<file path="config.mk">
export PLATFORM = sky130hd
export DESIGN_NAME = sdram_cmd_monitor
export DESIGN_NICKNAME = d
export VERILOG_FILES = /design/src/rtl/sdram_cmd_monitor.sv
export SDC_FILE = /design/constraint.sdc
export NUM_CORES = 1
export LEC_CHECK = 0
export BUFFER_PORTS_ARGS = -buffer_cell sky130_fd_sc_hd__clkbuf_2
export CAP_MARGIN = 30
export CORE_ASPECT_RATIO = 1.75
export CORE_MARGIN = 2
export CORE_UTILIZATION = 35
export DETAILED_ROUTE_END_ITERATION = 16
export SLEW_MARGIN = 25
export SYNTH_ARGS = -nofsm -noshare
export SYNTH_HDL_FRONTEND = slang
export SYNTH_SLANG_ARGS = --single-unit
</file>
<file path="constraint.sdc">
create_clock -name clk -period 4.9 [get_ports clk]
set_input_delay 0.49 -clock clk [delete_from_list [all_inputs] [get_ports clk]]
set_output_delay 0.49 -clock clk [all_outputs]
set_load 0.01 [all_outputs]
</file>
<file path="src/rtl/sdram_cmd_monitor.sv">
module sdram_cmd_monitor #(
  parameter int NB     = 4,
  parameter int AW     = 12,
  parameter int TMRD   = 2,
  parameter int RCW    = 16,
  parameter int AP_BIT = 10,
  localparam int BW    = (NB > 1) ? $clog2(NB) : 1
) (
  input  logic             clk,
  input  logic             rst_n,
  input  logic             cke,
  input  logic             cs_n,
  input  logic             ras_n,
  input  logic             cas_n,
  input  logic             we_n,
  input  logic [BW-1:0]    ba,
  input  logic [AW-1:0]    addr,
  output logic [3:0]       cmd_code,
  output logic [NB-1:0]    bank_active,
  output logic [NB*AW-1:0] open_row,
  output logic [AW-1:0]    mode_reg,
  output logic             self_refresh,
  output logic [RCW-1:0]   ref_count,
  output logic             err_pulse,
  output logic [2:0]       err_code,
  output logic [4:0]       err_seen
);

  localparam int MW = (TMRD > 1) ? $clog2(TMRD) + 1 : 1;

  localparam logic [3:0] C_INH  = 4'd0;
  localparam logic [3:0] C_NOP  = 4'd1;
  localparam logic [3:0] C_ACT  = 4'd2;
  localparam logic [3:0] C_RD   = 4'd3;
  localparam logic [3:0] C_WR   = 4'd4;
  localparam logic [3:0] C_BST  = 4'd5;
  localparam logic [3:0] C_PRE  = 4'd6;
  localparam logic [3:0] C_AREF = 4'd7;
  localparam logic [3:0] C_SREF = 4'd8;
  localparam logic [3:0] C_MRS  = 4'd9;

  logic [3:0]    cmd;
  logic [3:0]    bl;
  logic [2:0]    err_nx;
  logic [MW-1:0] mrd_cnt;

  always_comb begin
    if (cs_n) cmd = C_INH;
    else begin
      case ({ras_n, cas_n, we_n})
        3'b111:  cmd = C_NOP;
        3'b011:  cmd = C_ACT;
        3'b101:  cmd = C_RD;
        3'b100:  cmd = C_WR;
        3'b110:  cmd = C_BST;
        3'b010:  cmd = C_PRE;
        3'b001:  cmd = cke ? C_AREF : C_SREF;
        default: cmd = C_MRS;
      endcase
    end
  end

  wire is_act  = (cmd == C_ACT);
  wire is_rw   = (cmd == C_RD) || (cmd == C_WR);
  wire is_pre  = (cmd == C_PRE);
  wire is_ref  = (cmd == C_AREF) || (cmd == C_SREF);
  wire is_mrs  = (cmd == C_MRS);
  wire is_exec = (cmd != C_INH) && (cmd != C_NOP);
  wire any_act = |bank_active;
  wire ba_act  = bank_active[ba];

  always_comb begin
    case (mode_reg[2:0])
      3'd1:    bl = 4'd2;
      3'd2:    bl = 4'd4;
      3'd3:    bl = 4'd8;
      default: bl = 4'd1;
    endcase
    if (cmd == C_WR && mode_reg[9]) bl = 4'd1;
  end

  always_comb begin
    err_nx = 3'd0;
    if (is_exec && mrd_cnt != '0)  err_nx = 3'd2;
    else if (is_mrs && any_act)    err_nx = 3'd1;
    else if (is_rw && !ba_act)     err_nx = 3'd3;
    else if (is_act && ba_act)     err_nx = 3'd4;
    else if (is_ref && any_act)    err_nx = 3'd5;
  end

  for (genvar g = 0; g < NB; g++) begin : g_bank
    logic          act_r;
    logic [3:0]    ap_cnt;
    logic [AW-1:0] row_r;
    wire hit = (ba == BW'(g));

    always_ff @(posedge clk or negedge rst_n) begin
      if (!rst_n) begin
        act_r  <= 1'b0;
        ap_cnt <= '0;
        row_r  <= '0;
      end else if (is_act && hit) begin
        act_r  <= 1'b1;
        ap_cnt <= '0;
        row_r  <= addr;
      end else if (is_pre && (addr[AP_BIT] || hit)) begin
        act_r  <= 1'b0;
        ap_cnt <= '0;
      end else if (is_rw && hit && addr[AP_BIT]) begin
        ap_cnt <= bl;
      end else if (ap_cnt != '0) begin
        ap_cnt <= ap_cnt - 4'd1;
        if (ap_cnt == 4'd1) act_r <= 1'b0;
      end
    end

    assign bank_active[g]         = act_r;
    assign open_row[g*AW +: AW]   = row_r;
  end

  always_ff @(posedge clk or negedge rst_n) begin
    if (!rst_n) begin
      cmd_code     <= C_INH;
      mode_reg     <= '0;
      mrd_cnt      <= '0;
      self_refresh <= 1'b0;
      ref_count    <= '0;
      err_pulse    <= 1'b0;
      err_code     <= 3'd0;
      err_seen     <= '0;
    end else begin
      cmd_code <= cmd;
      if (is_mrs) begin
        mode_reg <= addr;
        mrd_cnt  <= MW'(TMRD - 1);
      end else if (mrd_cnt != '0) begin
        mrd_cnt  <= mrd_cnt - 1'b1;
      end
      if (cmd == C_SREF)    self_refresh <= 1'b1;
      else if (cke)         self_refresh <= 1'b0;
      if (cmd == C_AREF)    ref_count <= ref_count + 1'b1;
      err_pulse <= (err_nx != 3'd0);
      err_code  <= err_nx;
      if (err_nx != 3'd0) err_seen <= err_seen | (5'd1 << (err_nx - 3'd1));
    end
  end

endmodule

</file>
==> results.ini <==
[logic_synthesis]
synth_most_common_cell=dfrtp_1
synth-xor-area-share_pct=3.269
synthCells=422
synth_ff_type=dfrtp_1
synth_compound_area_share_pct=7.331
synth_top_area_share_pct=52.30
ys_types=56
synthMuxAreaShare_pct=16.76
netlist_top_cells_count=dfrtp_1, nor2_1, mux2_2
yosysTopAreaCell=dfrtp_1
synth_edf_count=0
yosysWarningCount=0
ys_async_sr_fraction_pct=100.0
yosys.area_share.simple_pct=13.31
ys_seq_area_share_pct=52.30
synth_area_leaders=dfrtp_1, mux2_4, mux2_2
ys_ff_latch=112
synth_adder_area_share_pct=2.568
syn_nets=454
syn_avg_cell_area_um2=12.70
synth_top_family_by_area=multiplexers
syn-cell-area_mm2=0.005359

[finish]
fillCellCount=1423
antenna_cells_inserted=0
area_growth_pct=17.79
fin_util_pct=42.33
multiInputGateArea_mm2=0.002323
largestRegisters=g_bank.row_r (48), g_bank.ap_cnt (16), ref_count (16)
nets=562
largest_register_ffs=48
final_layout_size_suffix_gt1_share_pct=40.26
largest_register=g_bank.row_r
regArea_mm2=0.002803

[cts]
cts.sinks=112
numCtsBuffers=9
htree_levels=3
tritoncts=built
clockBufferDepth=2
clk_latency_ns=0.35
cts.clk_slew.worst_paths_ns=0.08
cts_root_buf=clkbuf_16
postCtsHoldBufs=0
cts_setup_buffers=0
cts_resized=0

[critical_path]
r2r_slack_ns=2.44
max_stage_delay_ns=0.48
worstReg2RegEnd=err_seen[0]
cp_slowest_cell=nor4_1
cp-end-kind=register
worstSetupPathType=register to register
path_buf_inv=2
cp_data_required_time_ns=5.16
cp.depth=8
path_max_fanout=5
start_kind=register
cp_data_arrival_time_ns=2.72
startpoint=mrd_cnt[0]
reg2reg_from=mrd_cnt[0]
crit_family=compound AO/OA/AOI/OAI gates
path_cells=inv_1 -> ha_1 -> a311o_1 -> o31a_1 -> inv_1 -> nor4_1 -> ha_1 -> o31ai_1
rr_worst_depth=8
cp-endpoint=err_seen[0]

[power_and_ir_drop]
p_clk_share_pct=24.9
ir_worst_vdd_v=0.0001819
p_per_area_mw_per_mm2=469.4
internal_power_uw=1991
p_switching_uw=971.9
comb_power_share_pct=30.9
seqPwrFrac_pct=44.2
p_leak_uw=0.003158
switching_share_pct=32.80

[grt]
grt_max_degree=64
first_global_vias=3799
grt.total_usage_pct=16.07
use_met1_pct=18.10
overflow=0
busiest_layer=met2
use_met3_pct=2.629
grt_pass1_wl_mm=20.58
met2_usage_pct=29.39
antenna_found_initial=0

[timing]
skew_ns=0.007536
rsz0062_at_grt=no
slew_headroom_pct=45.42
finalSetupTns_ns=0
worst_slew_pin_slew_ns=0.8187
finalCriticalPeriod_ns=2.456
slew_violations=0
clock.fmax_ghz=0.4071
period_share_pct=50.13
setup_viol=0
hold_violations=0

[die]
die_x_um=97.54
rows=59
core_area_mm2=0.01491
dieArea_mm2=0.01636
fp.dieH_um=167.7
start_util_pct=35.94
ios=115

[routing]
wl_per_cell_um=17.88
ant_nets=0
drt_iter0_markers=235
dr_total_vias=3667
routed_wl_mm=12.82
drc=0
vias_per_cell=5.114
dr.pass1.iters=4

[outcome]
status=finished, final reports clean

[place]
place_congestion=0.7913
dp_hpwl_mm=9.558
port_buffers=114

[flow_run]
maxCapViolations=0

[worst_hold_path]
hold_class=input port to async pin

[metrics by stage]
| stage | area [µm²] | std cells | hold WS [ns] | total power, µW | setup WS, ns |
|---|---|---|---|---|---|
| 2_1_floorplan | 5359 | 422 | 0.1944 | 1928 | 2.808 |
| 3_3_place_gp | 6012 | 702 | 0.4532 | 2203 | 2.030 |
| 5_1_grt | 6312 | 717 | 0.3021 | 3159 | 2.175 |
| 6_report | 6312 | 717 | 0.2330 | 2963 | 2.444 |
| 4_1_cts | 6306 | 717 | 0.2586 | 3010 | 2.256 |
| 3_5_place_dp | 6012 | 702 | 0.4559 | 2252 | 1.882 |
[layout make-up]
type	count	share of cell area (%)
sequential	112	44.40
multi-input combinational	271	36.81
timing repair buffer	116	9.316
tap	183	3.627
clock buffer	9	3.568
inverter	20	1.189
clock inverter	6	1.090
[worst min path at each step]
stage                 from                  end  slack (ns)  depth (start not counted)
2_1_floorplan        rst_n          cmd_code[0]        0.19                          0
3_3_place_gp   err_seen[3]          err_seen[3]        0.45                          1
3_5_place_dp   err_seen[3]          err_seen[3]        0.46                          1
4_1_cts              rst_n  g_bank[0].ap_cnt[1]        0.26                          1
5_1_grt              rst_n  g_bank[0].row_r[11]        0.30                          1
6_report             rst_n  g_bank[0].row_r[11]        0.23                          1
[worst register-to-register path: stages (launching register included)]
cell and delay [ns]:
dfrtp_1 0.39, inv_1 0.06, ha_1 0.25, a311o_1 0.23, o31a_1 0.23, inv_1 0.12
nor4_1 0.48, ha_1 0.37, o31ai_1 0.24
[placed cells by master, fill, tap and decap left out, types with 8 or more instances in the layout]
cell type    n
mux2_2      32
nand2_1     21
clkbuf_16    9
clkbuf_2   113
ha_1        11
xor2_1       8
inv_1       20
mux2_4      31
nand3_1     10
a211oi_1    10
o21ai_0     11
a21oi_1      8
nor2_1      39
xnor2_1     12
dfrtp_1    112
[cells by family after synthesis]
group,Yosys count
multiplexers,69
buffers and inverters,39
AND/OR/NAND/NOR,121
XOR/XNOR,20
adder cells (fa/ha/maj),11
AO/OA/AOI/OAI,50
flip-flops,112
[power by group through the flow]
stage / Clock (µW) / Combinational, µW / Sequential [µW]
floorplan: 0 / 583 / 1350
global placement: 0 / 889 / 1310
detailed placement: 0 / 926 / 1330
CTS: 767 / 933 / 1310
global route: 799 / 1020 / 1340
finish: 737 / 916 / 1310
[routing by layer]
metal / up-vias / share of wire (%)
li1: 1698 / -
met1: 1845 / 38
met2: 101 / 55
met3: 23 / 3.6
met4: 0 / 2.9
met5: - / 0
No activity file was read; power rests on OpenSTA's default activity.
